==> config.mk <==
export PLATFORM = sky130hd
export DESIGN_NAME = term_mmio
export DESIGN_NICKNAME = d
export VERILOG_FILES = /design/src/rtl/term_mmio_pkg.sv /design/src/rtl/term_addr_dec.sv /design/src/rtl/term_rx_unit.sv /design/src/rtl/term_tx_unit.sv /design/src/rtl/term_mmio.sv
export SDC_FILE = /design/constraint.sdc
export NUM_CORES = 1
export LEC_CHECK = 0
export BUFFER_PORTS_ARGS = -buffer_cell sky130_fd_sc_hd__buf_4
export CAP_MARGIN = 10
export CORE_ASPECT_RATIO = 1.25
export CORE_MARGIN = 1
export CORE_UTILIZATION = 30
export DETAILED_ROUTE_END_ITERATION = 16
export PLACE_DENSITY = 0.62
export SLEW_MARGIN = 10
export SYNTH_ARGS = -nofsm -noshare
export SYNTH_HDL_FRONTEND = slang
export SYNTH_SLANG_ARGS = --single-unit
==> constraint.sdc <==
create_clock -name clk -period 1.96 [get_ports clk]
set_input_delay 0.392 -clock clk [delete_from_list [all_inputs] [get_ports clk]]
set_output_delay 0.392 -clock clk [all_outputs]
set_load 0.005 [all_outputs]
==> src/rtl/term_mmio_pkg.sv <==
package term_mmio_pkg;
    localparam int DATA_W   = 32;
    localparam int CHAR_W   = 8;
    localparam int NUM_REGS = 4;
    localparam int BIT_RDY  = 0;
    localparam int BIT_IE   = 1;

    typedef enum logic [1:0] {
        REG_RX_CTRL = 2'd0,
        REG_RX_DATA = 2'd1,
        REG_TX_CTRL = 2'd2,
        REG_TX_DATA = 2'd3
    } reg_idx_e;

    typedef struct packed {
        logic [CHAR_W-1:0] data;
        logic              ready;
        logic              ie;
    } rx_state_t;
endpackage

==> src/rtl/term_addr_dec.sv <==
module term_addr_dec
    import term_mmio_pkg::*;
#(
    parameter int                ADDR_W = 32,
    parameter logic [ADDR_W-1:0] BASE   = 32'hFFFF_0000
) (
    input  logic [ADDR_W-1:0]   addr,
    input  logic                rd,
    input  logic                wr,
    output logic [NUM_REGS-1:0] rd_sel,
    output logic [NUM_REGS-1:0] wr_sel
);
    localparam int IDX_LSB = 2;
    localparam int IDX_W   = $clog2(NUM_REGS);
    localparam int TAG_LSB = IDX_LSB + IDX_W;

    logic hit;

    always_comb begin
        hit = (addr[ADDR_W-1:TAG_LSB] == BASE[ADDR_W-1:TAG_LSB])
           && (addr[IDX_LSB-1:0] == '0);
    end

    for (genvar g = 0; g < NUM_REGS; g++) begin : g_sel
        assign rd_sel[g] = rd && hit && (addr[TAG_LSB-1:IDX_LSB] == IDX_W'(g));
        assign wr_sel[g] = wr && hit && (addr[TAG_LSB-1:IDX_LSB] == IDX_W'(g));
    end
endmodule

==> src/rtl/term_rx_unit.sv <==
module term_rx_unit
    import term_mmio_pkg::*;
(
    input  logic              clk,
    input  logic              rst_n,
    input  logic              key_valid,
    input  logic [CHAR_W-1:0] key_byte,
    input  logic              ctrl_wr,
    input  logic              ie_wval,
    input  logic              data_rd,
    output logic              ready,
    output logic              ie,
    output logic [CHAR_W-1:0] data
);
    rx_state_t st_d, st_q;

    always_comb begin
        st_d = st_q;
        if (ctrl_wr) begin
            st_d.ie = ie_wval;
        end
        if (key_valid) begin
            st_d.data  = key_byte;
            st_d.ready = 1'b1;
        end else if (data_rd) begin
            st_d.ready = 1'b0;
        end
    end

    always_ff @(posedge clk) begin
        if (!rst_n) begin
            st_q <= '0;
        end else begin
            st_q <= st_d;
        end
    end

    assign ready = st_q.ready;
    assign ie    = st_q.ie;
    assign data  = st_q.data;
endmodule

==> src/rtl/term_tx_unit.sv <==
module term_tx_unit
    import term_mmio_pkg::*;
#(
    parameter int BUSY_CYCLES = 16
) (
    input  logic              clk,
    input  logic              rst_n,
    input  logic              ctrl_wr,
    input  logic              ie_wval,
    input  logic              data_wr,
    input  logic [CHAR_W-1:0] wchar,
    output logic              ready,
    output logic              ie,
    output logic [CHAR_W-1:0] data,
    output logic              strobe
);
    localparam int CNT_W = $clog2(BUSY_CYCLES + 1);

    typedef struct packed {
        logic [CHAR_W-1:0] data;
        logic              ready;
        logic              ie;
        logic [CNT_W-1:0]  cnt;
    } tx_state_t;

    tx_state_t st_d, st_q;
    logic      last_d;

    always_comb begin
        st_d   = st_q;
        last_d = !st_q.ready && (st_q.cnt == CNT_W'(1));
        if (ctrl_wr) begin
            st_d.ie = ie_wval;
        end
        if (data_wr) begin
            st_d.data  = wchar;
            st_d.ready = 1'b0;
            st_d.cnt   = CNT_W'(BUSY_CYCLES);
        end else if (!st_q.ready) begin
            if (last_d) begin
                st_d.ready = 1'b1;
                st_d.cnt   = '0;
            end else begin
                st_d.cnt = st_q.cnt - CNT_W'(1);
            end
        end
    end

    always_ff @(posedge clk) begin
        if (!rst_n) begin
            st_q.data  <= '0;
            st_q.ready <= 1'b1;
            st_q.ie    <= 1'b0;
            st_q.cnt   <= '0;
        end else begin
            st_q <= st_d;
        end
    end

    assign ready  = st_q.ready;
    assign ie     = st_q.ie;
    assign data   = st_q.data;
    assign strobe = last_d;
endmodule

==> src/rtl/term_mmio.sv <==
module term_mmio
    import term_mmio_pkg::*;
#(
    parameter logic [31:0] BASE        = 32'hFFFF_0000,
    parameter int          BUSY_CYCLES = 16
) (
    input  logic        clk,
    input  logic        rst_n,
    input  logic [31:0] bus_addr,
    input  logic        bus_rd,
    input  logic        bus_wr,
    input  logic [31:0] bus_wdata,
    output logic [31:0] bus_rdata,
    input  logic        kb_valid,
    input  logic [7:0]  kb_byte,
    output logic        disp_strobe,
    output logic [7:0]  disp_byte,
    output logic        rx_irq,
    output logic        tx_irq
);
    logic [NUM_REGS-1:0] rd_sel, wr_sel;
    logic                rx_ready, rx_ie, tx_ready, tx_ie;
    logic [CHAR_W-1:0]   rx_char, tx_char;
    logic [DATA_W-1:0]   rdata_d;

    term_addr_dec #(.ADDR_W(32), .BASE(BASE)) u_dec (
        .addr   (bus_addr),
        .rd     (bus_rd),
        .wr     (bus_wr),
        .rd_sel (rd_sel),
        .wr_sel (wr_sel)
    );

    term_rx_unit u_rx (
        .clk       (clk),
        .rst_n     (rst_n),
        .key_valid (kb_valid),
        .key_byte  (kb_byte),
        .ctrl_wr   (wr_sel[REG_RX_CTRL]),
        .ie_wval   (bus_wdata[BIT_IE]),
        .data_rd   (rd_sel[REG_RX_DATA]),
        .ready     (rx_ready),
        .ie        (rx_ie),
        .data      (rx_char)
    );

    term_tx_unit #(.BUSY_CYCLES(BUSY_CYCLES)) u_tx (
        .clk     (clk),
        .rst_n   (rst_n),
        .ctrl_wr (wr_sel[REG_TX_CTRL]),
        .ie_wval (bus_wdata[BIT_IE]),
        .data_wr (wr_sel[REG_TX_DATA]),
        .wchar   (bus_wdata[CHAR_W-1:0]),
        .ready   (tx_ready),
        .ie      (tx_ie),
        .data    (tx_char),
        .strobe  (disp_strobe)
    );

    always_comb begin
        rdata_d = '0;
        if (rd_sel[REG_RX_CTRL]) begin
            rdata_d[BIT_RDY] = rx_ready;
            rdata_d[BIT_IE]  = rx_ie;
        end
        if (rd_sel[REG_RX_DATA]) begin
            rdata_d[CHAR_W-1:0] = rx_char;
        end
        if (rd_sel[REG_TX_CTRL]) begin
            rdata_d[BIT_RDY] = tx_ready;
            rdata_d[BIT_IE]  = tx_ie;
        end
        if (rd_sel[REG_TX_DATA]) begin
            rdata_d[CHAR_W-1:0] = tx_char;
        end
    end

    assign bus_rdata = rdata_d;
    assign disp_byte = tx_char;
    assign rx_irq    = rx_ready & rx_ie;
    assign tx_irq    = tx_ready & tx_ie;
endmodule

[After elaboration in Yosys (flattened, before gate mapping)]
Index checks and enable logic that the tools add are counted.
Cells by class
  equality and inequality tests: 6
  bitwise gates (word level): 3
  multiplexer cells: 12
  reductions and logical operators: 16
  add/sub/neg operators: 1
Operator list (number)
  == test 28 bit, second input constant: 1
  2-to-1 mux 8 bit: 2
  2-to-1 mux 5 bit: 3
  logical AND 1 bit: 11
  == test 5 x 1 -> 1 bit, second input constant: 1
  2-to-1 mux 1 bit: 5
  subtractor 5 x 1 -> 5 bit, second input constant: 1
  == test 2 bit, second input constant: 2
  zero test 2 bit: 2
  2-to-1 mux 2 bit: 2
  AND 1 bit: 2
  == test 2 x 1 -> 1 bit, second input constant: 1
  != test 2 x 1 -> 1 bit, second input constant: 1
  nonzero test 2 bit: 1
  OR reduction 2 bit: 1
  zero test 1 bit: 1
  inverter 1 bit: 1
Word-level totals
  bits of input ports: 77
  flip-flop bits (word level): 25
  output and inout bits: 43

[Depth between registers and ports, before layout]
  word-level depth: 8
  mapped depth: 6

[Cells and area by module]
A second synthesis with hierarchy kept.
Second synthesis, totals
  cell total of the unflattened synthesis: 177
  area total of the unflattened synthesis: 1616.6 um^2
By module, submodules not included
  term_tx_unit: times used 1, sequential area each 300.3 um^2, area an instance 709.4 um^2, cells an instance 73
  term_rx_unit: times used 1, sequential area each 200.2 um^2, area an instance 371.6 um^2, cells an instance 31
  term_mmio: times used 1, sequential area each 0.0 um^2, area an instance 369.1 um^2, cells an instance 49
  term_addr_dec: times used 1, sequential area each 0.0 um^2, area an instance 166.4 um^2, cells an instance 24

[Least setup slack after synthesis]
OpenSTA, ideal clock, no wires.
  path type: input to output
  start: in bus_addr[1]
  end: out bus_rdata[0]
  arrival time: 1.509 ns
  stages: 5
  setup slack: 0.059 ns
  required time: 1.568 ns
  cell sequence: nand4b_1 or4_4 buf_6 nor2_1 and3_1
On the way
  longest elaborated chain between the ends: 8
Ends and longest elaborated chain
  start: declaration: RTL line term_mmio.sv:9  | input logic [31:0] bus_addr,
  zero test 2 bit *: RTL line term_addr_dec.sv:21  | && (addr[IDX_LSB-1:0] == '0);
  logical AND 1 bit *: RTL line term_addr_dec.sv:21
  logical AND 1 bit *: RTL line term_addr_dec.sv:25  | assign rd_sel[g] = rd && hit && (addr[TAG_LSB-1:IDX_LSB] == IDX_W'(g));
  logical AND 1 bit: RTL line term_addr_dec.sv:25
  2-to-1 mux 2 bit: RTL line term_mmio.sv:62  | if (rd_sel[REG_RX_CTRL]) begin
  2-to-1 mux 8 bit: RTL line term_mmio.sv:66  | if (rd_sel[REG_RX_DATA]) begin
  2-to-1 mux 2 bit: RTL line term_mmio.sv:69  | if (rd_sel[REG_TX_CTRL]) begin
  2-to-1 mux 8 bit *: RTL line term_mmio.sv:73  | if (rd_sel[REG_TX_DATA]) begin
  end: declaration: RTL line term_mmio.sv:13  | output logic [31:0] bus_rdata,
Every way passes the cells marked *; elsewhere a longest branch is shown, timed or not.

[Worst setup path in the final report]
  start: in bus_addr[1]
  end: out bus_rdata[7]
On the way
  longest elaborated chain between the ends: 6
Ends and longest elaborated chain (RTL line)
  zero test 2 bit *: term_addr_dec.sv:21
  logical AND 1 bit *: term_addr_dec.sv:21
  logical AND 1 bit *: term_addr_dec.sv:25
  logical AND 1 bit: term_addr_dec.sv:25
  2-to-1 mux 8 bit: term_mmio.sv:66
  2-to-1 mux 8 bit *: term_mmio.sv:73
Marked as above.

==> PnR_summary.wiki <==
{| class="wikitable"
! Metric !! Value
|-
| Total overflow reported by the global router || 0
|-
| Sequential share of power || 52.0%
|-
| RSZ-0062 raised after global routing || true
|-
| Final hold violations || 0
|-
| Number of buffers inserted by hold repair at cts || 0
|-
| ANT cells || 0
|-
| Initial detailed-routing violation count || 26
|-
| Leakage component of the power || 1.05 nW
|-
| Share of the cycle needed by the critical path after routing || 104%
|-
| Fraction of layout cells with a size suffix above 1 || 40.2%
|-
| Inst Count DP || 311
|-
| Die Ht || 84.4 microns
|-
| Placer's final routability congestion estimate || 0.761
|-
| Setup clock skew after layout || 0.654 ps
|-
| Time the final worst path needs with I/O delays and setup || 2030 ps
|-
| Starting density of the core || 31.6%
|-
| Synth Warn # || 0
|-
| Power density over the cells || 446 mW/mm^2
|-
| Number of search-and-repair iterations in the first detailed-routing pass || 5
|-
| Final number of setup-violating endpoints || 8
|-
| Worst flop-to-flop path endpoint || u_tx.st_q[2]
|-
| DP Wirelength || 3.22 mm
|-
| Post-route DRC violation count || 0
|-
| Standard cell core area || 0.00515 sq mm
|-
| Cell Area, Synth || 0.00163 sq mm
|-
| Area growth, synth to finish || 38.8%
|-
| Level count of the clock H-tree || 1
|-
| Crit-path max FO || 7
|-
| Maximum resistive drop on vdd || 257 uV
|-
| Final count of pins violating max slew || 0
|-
| Overall global routing resource usage || 14.8%
|-
| Fin worst setup slack || -74.0 ps
|-
| Endpoint kind of the worst setup timing path || output port
|-
| Total via count after detailed routing || 1534
|-
| Routed WL || 4.09 mm
|-
| Post-DR wirelength/cell || 12.9 microns
|-
| FF-to-FF setup slack || 580 ps
|-
| Most used flip-flop cell after synthesis || dfxtp_1
|-
| Top Ports || 120
|-
| Reg-to-reg critical path startpoint || u_tx.st_q[0]
|-
| Buffer depth of the longest clock path || 2
|-
| Peak Freq || 492 MHz
|-
| Distinct cell type count of the synthesized netlist || 35
|-
| Proportion of power drawn by the clock network || 31.0%
|-
| Uppermost layer routed || met4
|-
| Kind of launch point of the worst setup path || primary input
|-
| Leading area contributor after synthesis || dfxtp_1
|-
| Critical Path Sink || bus_rdata[7]
|-
| Most used standard cell by instance count after synthesis || buf_4
|-
| Number of standard cells after synthesis || 184
|-
| Final design area excluding fillers || 0.00226 sq mm
|-
| Global-route wire length before repair || 6.53 mm
|-
| Largest net degree at the start of global routing || 14
|-
| Fraction of registers with async set or reset after synthesis || 0%
|-
| Area of placed instances || 0.00213 sq mm
|-
| Antenna violations before repair || 0
|-
| R2R depth || 6
|-
| Internal || 0.765 mW
|-
| Cell at the root of the clock tree || clkbuf_8
|-
| Non-filler instance count after layout || 318
|-
| Startpoint of the worst setup timing path || bus_addr[1]
|-
| Worst endpoint data arrival time || 1640 ps
|-
| Post-layout net count || 336
|-
| Number of enable-type register cells in the synthesized netlist || 0
|-
| Max-cap check violation count || 0
|-
| Worst min path class || primary input to register
|-
| TritonCTS clock tree || built
|-
| Width of the die || 67.9 microns
|-
| Num rows || 29
|-
| Synth top cells by count || buf_4, dfxtp_1, nor2_1
|-
| Most area-consuming cells after synthesis || dfxtp_1, buf_4, mux2i_1, nor2_1, nand4_1
|-
| Comb pwr share || 17.0%
|-
| DIE AREA || 0.00574 sq mm
|-
| Failing checks || setup timing
|-
| Routed length on met3 || 219 microns
|-
| Required time of the worst setup path || 1570 ps
|-
| Via count of the first global-routing pass || 1461
|-
| Share of the synthesized area in the top cell type || 30.7%
|-
| Sw Pwr || 0.245 mW
|-
| Post-Syn Area per Cell || 8.86 sq um
|-
| PortBufs || 71
|-
| Clock slew at reported path FFs || 90 ps
|-
| Length of routed met2 wiring || 2.19 mm
|-
| Number of flip-flops and latches in the synthesized netlist || 25
|-
| Clk Latency, worst-skew pair || 270 ps
|-
| Num CTS Buffers || 3
|-
| Category of the most critical setup path || primary input to output port
|-
| Number of filler instances in the final layout || 530
|-
| Vias per cell || 4.82
|-
| Number of nets with antenna violations after detailed routing || 0
|-
| Fraction of the yosys area taken by sequential cells || 30.7%
|-
| Run status || complete, but fails checks
|-
| Fraction of power spent switching nets || 24.2%
|-
| TritonCTS sink count || 25
|-
| DRT met1 WL || 1.60 mm
|-
| Pre-CTS WS || -135 ps
|}
-- state kept, by name, indices dropped and copies added (netlist names) --
name	flops
u_rx.data	8
u_rx.ie	1
u_rx.ready	1
u_tx.data	8
u_tx.ie	1
u_tx.ready	1
u_tx.st_q	5
-- routing by layer --
layer,track usage (%),up-vias
met2,25.9,61
met3,1.63,6
met5,0,-
met1,17.5,715
met4,5.87,0
li1,-,752
-- worst max-delay path: stages --
cell and delay, ps:
buf_6 90, nand4b_1 180, buf_4 160, nor4_4 330, nand4_4 210, nor2_1 160
buf_4 120
-- worst min path at each step --
stage,slack [ps],cells after the start,end,startpoint
final,340,2,u_tx.ready,rst_n
after global placement,460,2,u_rx.ie,u_rx.ie
after detailed placement,460,2,u_rx.ie,u_rx.ie
after floorplan,440,2,u_tx.ie,u_tx.ie
after CTS,340,2,u_tx.ready,rst_n
after global routing,330,2,u_tx.ready,rst_n
-- per-stage QoR --
stage | power, mW | hold slack [ps] | TNS, ps | utilization [%]
2_1_floorplan | 0.633 | 444 | 0 | -
4_1_cts | 1.01 | 335 | -739 | 42.8
3_5_place_dp | 0.702 | 463 | -949 | 41.4
6_report | 1.01 | 337 | -533 | 43.9
3_3_place_gp | 0.699 | 456 | -988 | 41.4
5_1_grt | 1.05 | 334 | -1190 | 43.9
-- final cells by class --
| type | count | area (sq um) | share of cell area (%) |
|---|---|---|---|
| flip-flops and latches | 25 | 500 | 22.1 |
| inverters | 3 | 11.3 | 0.498 |
| multi-input cells | 137 | 963 | 42.6 |
| well taps | 62 | 77.6 | 3.43 |
| repair buffers | 87 | 664 | 29.4 |
| clock buffers | 4 | 45.0 | 1.99 |
-- what timing repair did --
item                                    CTS  global route
pin swaps                                 1             5
gates resized for setup                   5             7
buffers inserted                          1             2
endpoints found under the setup margin    8             9
-- power by group through the flow --
| stage | combinational [mW] | sequential [mW] | clock [mW] |
|---|---|---|---|
| global route | 0.189 | 0.527 | 0.332 |
| floorplan | 0.0980 | 0.535 | 0 |
| finish | 0.172 | 0.525 | 0.313 |
| global placement | 0.163 | 0.536 | 0 |
| detailed placement | 0.165 | 0.537 | 0 |
| CTS | 0.166 | 0.525 | 0.316 |
-- logic make-up (layout without fill, tap and decap cells) --
| logic type | after synthesis | in the layout | synth area share (%) |
|---|---|---|---|
| multiplexers | 21 | 21 | 14.4 |
| AND/OR/NAND/NOR | 69 | 69 | 26.4 |
| AO/OA/AOI/OAI | 21 | 21 | 7.98 |
| adder cells (fa/ha/maj) | 2 | 2 | 1.53 |
| other | 1 | 24 | 0.230 |
| flip-flops | 25 | 25 | 30.7 |
| buffers and inverters | 45 | 94 | 18.7 |
-- layout by cell type, fill, tap and decap left out, types with 4 or more instances in the layout --
master   netlist  layout
buf_4         33      84
dfxtp_1       25      25
conb_1         1      24
nor2_1        22      20
mux2i_1       19      19
nand4_1       11      11
a21oi_1       11      11
nor3_1         8       8
o31ai_1        7       7
and2_1         4       4
nand2_1        4       4
No activity file was read; power rests on OpenSTA's default activity.
